`config.mk`:
```
export PLATFORM = sky130hd
export DESIGN_NAME = cart_dma_ctrl
export DESIGN_NICKNAME = d
export VERILOG_FILES = /design/src/rtl/cdma_pkg.sv /design/src/rtl/cdma_regfile.sv /design/src/rtl/cdma_mover.sv /design/src/rtl/cdma_delay.sv /design/src/rtl/cart_dma_ctrl.sv
export SDC_FILE = /design/constraint.sdc
export NUM_CORES = 2
export LEC_CHECK = 0
export BUFFER_PORTS_ARGS = -buffer_cell sky130_fd_sc_hd__buf_2
export CAP_MARGIN = 0
export CORE_MARGIN = 2
export CORE_UTILIZATION = 44
export CTS_CLUSTER_SIZE = 20
export DETAILED_ROUTE_END_ITERATION = 10
export GPL_TIMING_DRIVEN = 0
export PLACE_DENSITY = 0.57
export SLEW_MARGIN = 40
export SYNTH_ARGS = -nofsm -noshare
export SYNTH_HDL_FRONTEND = slang
export SYNTH_SLANG_ARGS = --single-unit
```
`constraint.sdc`:
```
create_clock -name clk -period 21.6 [get_ports clk]
set_input_delay 1.08 -clock clk [delete_from_list [all_inputs] [get_ports clk]]
set_output_delay 1.08 -clock clk [all_outputs]
set_load 0.02 [all_outputs]
```
`src/rtl/cdma_pkg.sv`:
```
package cdma_pkg;

    // Register word indices; the timing block must stay contiguous in this order
    localparam logic [3:0] W_DRAM   = 4'd0;
    localparam logic [3:0] W_CART   = 4'd1;
    localparam logic [3:0] W_RDLEN  = 4'd2;
    localparam logic [3:0] W_WRLEN  = 4'd3;
    localparam logic [3:0] W_STAT   = 4'd4;
    localparam int unsigned TIM_BASE  = 5;
    localparam int unsigned TIM_COUNT = 8;
    localparam int unsigned STAT_CLR_BIT = 1;

    // Fixed bus-cycle overhead per page: 14 setup plus 5 teardown plus the latency bias
    localparam int unsigned PAGE_OVERHEAD = 20;

    typedef enum logic [1:0] {
        MV_IDLE  = 2'd0,
        MV_FETCH = 2'd1,
        MV_STORE = 2'd2
    } mv_state_e;

    typedef enum logic {
        DIR_TO_CART = 1'b0,
        DIR_TO_DRAM = 1'b1
    } xfer_dir_e;

    typedef struct packed {
        logic [7:0] lat;
        logic [7:0] pwd;
        logic [7:0] pgs;
        logic [7:0] rls;
    } dom_timing_t;

    // Bus-hold cycles for a transfer of n bytes under one domain's timing
    function automatic logic [47:0] calc_delay(input dom_timing_t t, input logic [31:0] n);
        logic [31:0]  nm1;
        logic [47:0]  pages;
        int unsigned  sh;
        nm1   = n - 32'd1;
        sh    = 32'(t.pgs) + 32'd2;
        pages = 48'(nm1 >> sh) + 48'd1;
        return (48'(t.lat) + 48'(PAGE_OVERHEAD)) * pages
             + (48'(t.pwd) + 48'(t.rls) + 48'd2) * 48'(n >> 1);
    endfunction

endpackage

```
`src/rtl/cdma_regfile.sv`:
```
module cdma_regfile
    import cdma_pkg::*;
#(
    parameter int unsigned DRAM_AW = 24,
    parameter int unsigned CART_AW = 32,
    parameter int unsigned LEN_W   = 24
) (
    input  logic               clk,
    input  logic               rst,
    input  logic [3:0]         reg_word,
    input  logic               reg_we,
    input  logic [31:0]        reg_wdata,
    output logic [31:0]        reg_rdata,
    input  logic               busy,
    input  logic               done,
    input  logic [DRAM_AW-1:0] dram_next,
    input  logic [CART_AW-1:0] cart_next,
    input  logic               expire,
    output logic               go,
    output xfer_dir_e          go_dir,
    output logic [LEN_W-1:0]   go_len,
    output logic [DRAM_AW-1:0] dram_q,
    output logic [CART_AW-1:0] cart_q,
    output dom_timing_t        tim_dom1,
    output dom_timing_t        tim_dom2,
    output logic               irq
);

    logic [LEN_W-1:0] rdlen_q;
    logic [LEN_W-1:0] wrlen_q;
    logic [7:0]       tim_q [TIM_COUNT];
    logic             start_rd;
    logic             start_wr;
    logic             clr_req;

    assign start_rd = reg_we && (reg_word == W_RDLEN) && !busy;
    assign start_wr = reg_we && (reg_word == W_WRLEN) && !busy;
    assign clr_req  = reg_we && (reg_word == W_STAT) && reg_wdata[STAT_CLR_BIT];

    assign go     = start_rd || start_wr;
    assign go_dir = start_wr ? DIR_TO_DRAM : DIR_TO_CART;
    assign go_len = reg_wdata[LEN_W-1:0];

    always_ff @(posedge clk) begin
        if (rst) begin
            dram_q  <= '0;
            cart_q  <= '0;
            rdlen_q <= '0;
            wrlen_q <= '0;
            irq     <= 1'b0;
        end else begin
            if (done) begin
                dram_q <= dram_next;
                cart_q <= cart_next;
            end else begin
                if (reg_we && reg_word == W_DRAM)
                    dram_q <= reg_wdata[DRAM_AW-1:0] & ~DRAM_AW'(1);
                if (reg_we && reg_word == W_CART)
                    cart_q <= reg_wdata[CART_AW-1:0] & ~CART_AW'(1);
            end
            if (start_rd) rdlen_q <= reg_wdata[LEN_W-1:0];
            if (start_wr) wrlen_q <= reg_wdata[LEN_W-1:0];
            if (expire)       irq <= 1'b1;
            else if (clr_req) irq <= 1'b0;
        end
    end

    always_ff @(posedge clk) begin
        for (int i = 0; i < int'(TIM_COUNT); i++) begin
            if (rst)
                tim_q[i] <= '0;
            else if (reg_we && reg_word == 4'(TIM_BASE + i))
                tim_q[i] <= reg_wdata[7:0];
        end
    end

    // Domain timing views; field order within each domain follows the word order
    for (genvar d = 0; d < 2; d++) begin : g_dom
        dom_timing_t view;
        assign view = '{lat: tim_q[4*d],   pwd: tim_q[4*d+1],
                        pgs: tim_q[4*d+2], rls: tim_q[4*d+3]};
        if (d == 0) begin : g_d1
            assign tim_dom1 = view;
        end else begin : g_d2
            assign tim_dom2 = view;
        end
    end

    always_comb begin
        reg_rdata = '0;
        case (reg_word)
            W_DRAM:  reg_rdata = 32'(dram_q);
            W_CART:  reg_rdata = 32'(cart_q);
            W_RDLEN: reg_rdata = 32'(rdlen_q);
            W_WRLEN: reg_rdata = 32'(wrlen_q);
            W_STAT:  reg_rdata = {28'd0, irq, 1'b0, 1'b0, busy};
            default: begin
                if (reg_word >= 4'(TIM_BASE) && reg_word < 4'(TIM_BASE + TIM_COUNT))
                    reg_rdata = {24'd0, tim_q[3'(reg_word - 4'(TIM_BASE))]};
            end
        endcase
    end


    len_hold_chk: assert property (@(posedge clk) disable iff (rst)
        (reg_we && busy && (reg_word == W_RDLEN || reg_word == W_WRLEN))
        |=> ($stable(rdlen_q) && $stable(wrlen_q)));


    irq_clear_chk: assert property (@(posedge clk) disable iff (rst)
        (clr_req && !expire) |=> !irq);


    addr_even_chk: assert property (@(posedge clk) disable iff (rst)
        (dram_q[0] == 1'b0) && (cart_q[0] == 1'b0));

endmodule

```
`src/rtl/cdma_mover.sv`:
```
module cdma_mover
    import cdma_pkg::*;
#(
    parameter int unsigned DRAM_AW = 24,
    parameter int unsigned CART_AW = 32,
    parameter int unsigned LEN_W   = 24
) (
    input  logic               clk,
    input  logic               rst,
    input  logic               go,
    input  xfer_dir_e          go_dir,
    input  logic [LEN_W-1:0]   go_len,
    input  logic [DRAM_AW-1:0] dram_base,
    input  logic [CART_AW-1:0] cart_base,
    output logic               dram_req,
    output logic               dram_we,
    output logic [DRAM_AW-1:0] dram_addr,
    output logic [7:0]         dram_wdata,
    input  logic [7:0]         dram_rdata,
    input  logic               dram_ack,
    output logic               cart_req,
    output logic               cart_we,
    output logic [CART_AW-1:0] cart_addr,
    output logic [7:0]         cart_wdata,
    input  logic [7:0]         cart_rdata,
    input  logic               cart_ack,
    output logic               active,
    output logic               done,
    output logic [DRAM_AW-1:0] dram_next,
    output logic [CART_AW-1:0] cart_next,
    output logic [7:0]         xfer_tag,
    output logic [LEN_W:0]     xfer_n
);

    mv_state_e          st;
    xfer_dir_e          dir_q;
    logic [DRAM_AW-1:0] dbase;
    logic [CART_AW-1:0] cbase;
    logic [LEN_W-1:0]   last_q;
    logic [LEN_W-1:0]   idx;
    logic [7:0]         byte_q;
    logic               src_ack;
    logic [7:0]         src_data;
    logic               dst_ack;
    logic               last;

    assign active = (st != MV_IDLE);
    assign xfer_n = {1'b0, last_q} + (LEN_W+1)'(1);
    assign xfer_tag = cbase[CART_AW-1 -: 8];

    assign dram_addr  = dbase + DRAM_AW'(idx);
    assign cart_addr  = cbase + CART_AW'(idx);
    assign dram_wdata = byte_q;
    assign cart_wdata = byte_q;

    assign dram_req = (st == MV_FETCH && dir_q == DIR_TO_CART) ||
                      (st == MV_STORE && dir_q == DIR_TO_DRAM);
    assign cart_req = (st == MV_FETCH && dir_q == DIR_TO_DRAM) ||
                      (st == MV_STORE && dir_q == DIR_TO_CART);
    assign dram_we  = (st == MV_STORE);
    assign cart_we  = (st == MV_STORE);

    assign src_ack  = (dir_q == DIR_TO_CART) ? dram_ack : cart_ack;
    assign src_data = (dir_q == DIR_TO_CART) ? dram_rdata : cart_rdata;
    assign dst_ack  = (dir_q == DIR_TO_CART) ? cart_ack : dram_ack;
    assign last     = (idx == last_q);
    assign done     = (st == MV_STORE) && dst_ack && last;

    // Post-transfer alignment: DRAM rounds to 8 bytes, cartridge to 2 bytes
    assign dram_next = (dbase + DRAM_AW'(xfer_n) + DRAM_AW'(7)) & ~DRAM_AW'(7);
    assign cart_next = (cbase + CART_AW'(xfer_n) + CART_AW'(1)) & ~CART_AW'(1);

    always_ff @(posedge clk) begin
        if (rst) begin
            st     <= MV_IDLE;
            dir_q  <= DIR_TO_CART;
            dbase  <= '0;
            cbase  <= '0;
            last_q <= '0;
            idx    <= '0;
            byte_q <= '0;
        end else begin
            case (st)
                MV_IDLE: begin
                    if (go) begin
                        dir_q  <= go_dir;
                        dbase  <= dram_base;
                        cbase  <= cart_base;
                        last_q <= go_len;
                        idx    <= '0;
                        st     <= MV_FETCH;
                    end
                end
                MV_FETCH: begin
                    if (src_ack) begin
                        byte_q <= src_data;
                        st     <= MV_STORE;
                    end
                end
                MV_STORE: begin
                    if (dst_ack) begin
                        if (last) begin
                            st <= MV_IDLE;
                        end else begin
                            idx <= idx + LEN_W'(1);
                            st  <= MV_FETCH;
                        end
                    end
                end
                default: st <= MV_IDLE;
            endcase
        end
    end


    one_port_chk: assert property (@(posedge clk) disable iff (rst)
        $onehot0({dram_req, cart_req}));


    dram_hold_chk: assert property (@(posedge clk) disable iff (rst)
        (dram_req && !dram_ack) |=> (dram_req && $stable(dram_addr) && $stable(dram_we)));


    cart_hold_chk: assert property (@(posedge clk) disable iff (rst)
        (cart_req && !cart_ack) |=> (cart_req && $stable(cart_addr) && $stable(cart_we)));

endmodule

```
`src/rtl/cdma_delay.sv`:
```
module cdma_delay
    import cdma_pkg::*;
#(
    parameter int unsigned LEN_W    = 24,
    parameter int unsigned DLY_W    = 40,
    parameter logic [7:0]  DOM2_TAG = 8'h08
) (
    input  logic          clk,
    input  logic          rst,
    input  logic          done,
    input  logic [7:0]    xfer_tag,
    input  logic [LEN_W:0] xfer_n,
    input  dom_timing_t   tim_dom1,
    input  dom_timing_t   tim_dom2,
    output logic          active,
    output logic          expire
);

    dom_timing_t      sel;
    logic [DLY_W-1:0] span;
    logic [DLY_W-1:0] cnt;

    assign sel    = (xfer_tag == DOM2_TAG) ? tim_dom2 : tim_dom1;
    assign span   = DLY_W'(calc_delay(sel, 32'(xfer_n)));
    assign expire = active && (cnt == DLY_W'(1));

    always_ff @(posedge clk) begin
        if (rst) begin
            active <= 1'b0;
            cnt    <= '0;
        end else if (done) begin
            active <= 1'b1;
            cnt    <= span;
        end else if (active) begin
            if (cnt == DLY_W'(1)) active <= 1'b0;
            cnt <= cnt - DLY_W'(1);
        end
    end


    cnt_live_chk: assert property (@(posedge clk) disable iff (rst)
        active |-> (cnt != '0));

endmodule

```
`src/rtl/cart_dma_ctrl.sv`:
```
module cart_dma_ctrl
    import cdma_pkg::*;
#(
    parameter int unsigned DRAM_AW  = 24,
    parameter int unsigned CART_AW  = 32,
    parameter int unsigned LEN_W    = 24,
    parameter int unsigned DLY_W    = 40,
    parameter logic [7:0]  DOM2_TAG = 8'h08
) (
    input  logic               clk,
    input  logic               rst,
    input  logic [3:0]         reg_word,
    input  logic               reg_we,
    input  logic [31:0]        reg_wdata,
    output logic [31:0]        reg_rdata,
    output logic               dram_req,
    output logic               dram_we,
    output logic [DRAM_AW-1:0] dram_addr,
    output logic [7:0]         dram_wdata,
    input  logic [7:0]         dram_rdata,
    input  logic               dram_ack,
    output logic               cart_req,
    output logic               cart_we,
    output logic [CART_AW-1:0] cart_addr,
    output logic [7:0]         cart_wdata,
    input  logic [7:0]         cart_rdata,
    input  logic               cart_ack,
    output logic               irq
);

    logic               busy;
    logic               mv_active;
    logic               dl_active;
    logic               go;
    xfer_dir_e          go_dir;
    logic [LEN_W-1:0]   go_len;
    logic [DRAM_AW-1:0] dram_q;
    logic [CART_AW-1:0] cart_q;
    dom_timing_t        tim_dom1;
    dom_timing_t        tim_dom2;
    logic               done;
    logic               expire;
    logic [DRAM_AW-1:0] dram_next;
    logic [CART_AW-1:0] cart_next;
    logic [7:0]         xfer_tag;
    logic [LEN_W:0]     xfer_n;

    assign busy = mv_active || dl_active;

    cdma_regfile #(.DRAM_AW(DRAM_AW), .CART_AW(CART_AW), .LEN_W(LEN_W)) u_regs (
        .clk(clk), .rst(rst),
        .reg_word(reg_word), .reg_we(reg_we), .reg_wdata(reg_wdata), .reg_rdata(reg_rdata),
        .busy(busy), .done(done), .dram_next(dram_next), .cart_next(cart_next),
        .expire(expire), .go(go), .go_dir(go_dir), .go_len(go_len),
        .dram_q(dram_q), .cart_q(cart_q), .tim_dom1(tim_dom1), .tim_dom2(tim_dom2),
        .irq(irq)
    );

    cdma_mover #(.DRAM_AW(DRAM_AW), .CART_AW(CART_AW), .LEN_W(LEN_W)) u_mover (
        .clk(clk), .rst(rst),
        .go(go), .go_dir(go_dir), .go_len(go_len),
        .dram_base(dram_q), .cart_base(cart_q),
        .dram_req(dram_req), .dram_we(dram_we), .dram_addr(dram_addr),
        .dram_wdata(dram_wdata), .dram_rdata(dram_rdata), .dram_ack(dram_ack),
        .cart_req(cart_req), .cart_we(cart_we), .cart_addr(cart_addr),
        .cart_wdata(cart_wdata), .cart_rdata(cart_rdata), .cart_ack(cart_ack),
        .active(mv_active), .done(done),
        .dram_next(dram_next), .cart_next(cart_next),
        .xfer_tag(xfer_tag), .xfer_n(xfer_n)
    );

    cdma_delay #(.LEN_W(LEN_W), .DLY_W(DLY_W), .DOM2_TAG(DOM2_TAG)) u_delay (
        .clk(clk), .rst(rst),
        .done(done), .xfer_tag(xfer_tag), .xfer_n(xfer_n),
        .tim_dom1(tim_dom1), .tim_dom2(tim_dom2),
        .active(dl_active), .expire(expire)
    );


    busy_irq_chk: assert property (@(posedge clk) disable iff (rst)
        $fell(busy) |-> irq);


    go_busy_chk: assert property (@(posedge clk) disable iff (rst)
        go |=> busy);

endmodule

```
==> metrics.txt <==
LEAKAGE=21.45 nW; number of max-cap violations=0; critical setup path kind=flop to flop; DP HPWL=136.2 mm; period utilization=74.95%; RD Place Congestion=0.9759; initial antenna violation count=3; Mapped Cells=5073; CTS tree=built; Seq/Total Area, Yosys=16.98%; Filler cells=9333; placed cell areas=44330 um^2; core area=93470 um^2; largest net degree at the start of global routing=16; crit path time final=16.19 ns; Final Core Density=48.88%; R2R cell count=47; sequential cell area=7067 um^2; RSZ-0062 raised after global routing=no; antenna viol nets, final=0; num rows=112; power consumption=1.982 mW; Crit-path slowest cell=xor2_1; status=completed; Syn Nets=5930; Post-CTS Setup Bufs=0; HP Class=flop to flop; worst path bufs/invs=11; Tightest Pin Transition=0.9562 ns; vias=37710; Initial Util=44.53%; area leader, netlist=fa_1; Crit path largest cell delay=0.71 ns; total congestion overflow=0; crit path DAT=16.59 ns; Nets=6137; main area contributors after synthesis=fa_1 21%, dfxtp_1 12%, ha_1 11%, inv_1 6.3%, nand2_1 6.1%; detailed router's first-iteration violation count=3988; hold slack final=0.4566 ns; number of synthesis warnings=0; TritonCTS Buffers=36; H-tree levels=2; ys async rst share=0%; design area=45690 um^2; Syn Std Cell Area=41620 um^2; Post-CTS Resized=0; Crit. End Element=flop; DR pass1 iterations=6; Power Dens Cells=43.37 nW/um^2; final hold violation count=0; DR WL/cell=25.05 um; fmax=61.77 MHz; number of global-route vias before repair=36710; share of the synthesized area in the top cell type=21.40%; I/O Pins=166; Clock Latency Late Sink=0.57 ns; Setup Skew=0.04050 ns; register bit total from synthesis=321; Worst-path clk slew=0.07 ns; layout cell share with drive strength beyond 1=8.233%; total stage count of the critical path=47; Max clock buf depth=3; synthesized area per cell=8.204 um^2; WL final=164.4 mm; Clock Sinks=321; Multi-input gate area=31170 um^2; chip width=311.6 um; hold_buf cts=0; Finish-stage setup viols=0; top cells by count, synth=701 x inv_1, 676 x nand2_1, 445 x fa_1; CP most frequent cell=fa_1; count of different cell masters after synthesis=97; DIE AREA=97070 um^2; Total GRT Usage=33.52%; first-pass GRT wire length=242.9 mm; root buffer cell=clkbuf_16; Die H=311.6 um; worst-path fanout max=10; CP startpoint kind=flop; setup total negative slack=0 ns; Max VDD drop=0.04863 mV; max-slew violations=0; Worst slew margin=36.25%; top-count cell post-synth=inv_1; vias per std cell=5.746; ys flop type=dfxtp_1; # DRC=0; hold path cells=2; area grow syn2layout=9.776%; Worst path top cell family by delay=adder cells; Post-synth EDFFs=64; number of port buffers=163; worst path required time=22.00 ns
[layout make-up]
class / instances / area share (%)
Inverter: 710 / 5.833
Buffer: 264 / 2.369
Timing Repair Buffer: 169 / 1.895
Multi-Input combinational cell: 3778 / 68.23
Antenna cell: 1 / 0.005477
Clock inverter: 18 / 0.5011
Clock buffer: 48 / 2.267
Tap cell: 1254 / 3.434
Sequential cell: 321 / 15.47
[power by group]
part           total, mW  internal (mW)  switching, mW
combinational      0.669          0.203          0.466
clock              0.672          0.390          0.282
sequential         0.641          0.625         0.0153
[layer usage]
| metal | global-route usage [%] | part of all wire [%] | wire length [um] | vias to the layer above |
|---|---|---|---|---|
| met5 | 0 | 0.0043 | 7 | - |
| met4 | 11.62 | 4.0 | 6654 | 2 |
| met3 | 5.457 | 9.1 | 14920 | 268 |
| met2 | 52.93 | 44 | 72890 | 1820 |
| met1 | 46.46 | 43 | 69920 | 18550 |
| li1 | - | - | - | 17070 |
[cell families (layout without fill, tap and decap cells)]
group                    count (synthesis)  count (layout)  share of synthesized area, %
adder cells (fa/ha/maj)                807             807                         32.24
other                                    0               1                             0
buffers and inverters                  974            1209                         8.931
XOR/XNOR                               290             290                         6.202
AND/OR/NAND/NOR                       1794            1794                         20.23
multiplexers                            91              91                         2.907
flip-flops                             321             321                         16.98
AO/OA/AOI/OAI                          796             796                         12.51
[through the flow]
step	worst slack, ns	instances
3_3_place_gp	5.305	6490
6_report	5.412	6563
3_5_place_dp	5.777	6495
4_1_cts	5.687	6561
5_1_grt	4.707	6562
2_1_floorplan	8.767	5073
[tightest hold or removal path: stages, from the launching register on]
cell     delay (ns)
dfxtp_1        0.31
nand2_1        0.05
a21oi_1        0.05
[placed cells by master, fill, tap and decap left out, types with 21 or more instances in the layout]
master,Yosys,routed
a211oi_1,137,137
a21boi_0,21,21
a21o_1,31,31
a21oi_1,246,244
a22oi_1,42,42
a31oi_1,27,25
and2_1,150,150
and3_1,32,32
buf_2,13,181
clkbuf_1,225,209
clkbuf_16,0,36
dfxtp_1,257,257
edfxtp_1,64,64
fa_1,445,445
ha_1,355,355
inv_1,701,701
mux2_2,29,29
mux2i_1,41,33
mux4_2,21,21
nand2_1,676,676
nand2b_1,59,59
nand3_1,89,89
nand4_1,36,36
nor2_1,440,437
nor2b_1,63,63
nor3_1,84,82
nor4_1,33,31
o21ai_0,111,109
or3_1,41,41
xnor2_1,171,155
xor2_1,115,106
[registers in the layout (all words and copies together) (netlist names)]
register and count:
u_regs.rdlen_q 24, u_mover.last_q 24, u_regs.cart_q 31, u_regs.wrlen_q 24, u_delay.active 1, u_regs.tim_q 64, u_mover.cart_wdata 8, u_mover.cbase 31
u_mover.dir_q 1, u_mover.dbase 23, u_regs.irq 1, u_mover.st 2, u_regs.dram_q 23, u_mover.idx 24, u_delay.cnt 40
[worst paths after layout]
kind                      startpoint            endpoint  slack [ns]
setup / recovery   u_mover.cbase[24]     u_delay.cnt[37]        5.41
hold / removal    u_regs.rdlen_q[20]  u_regs.rdlen_q[20]        0.46
setup reg to reg   u_mover.cbase[24]     u_delay.cnt[37]        5.41
hold reg to reg   u_regs.rdlen_q[20]  u_regs.rdlen_q[20]        0.46
Power figures use the tool's default switching activity.
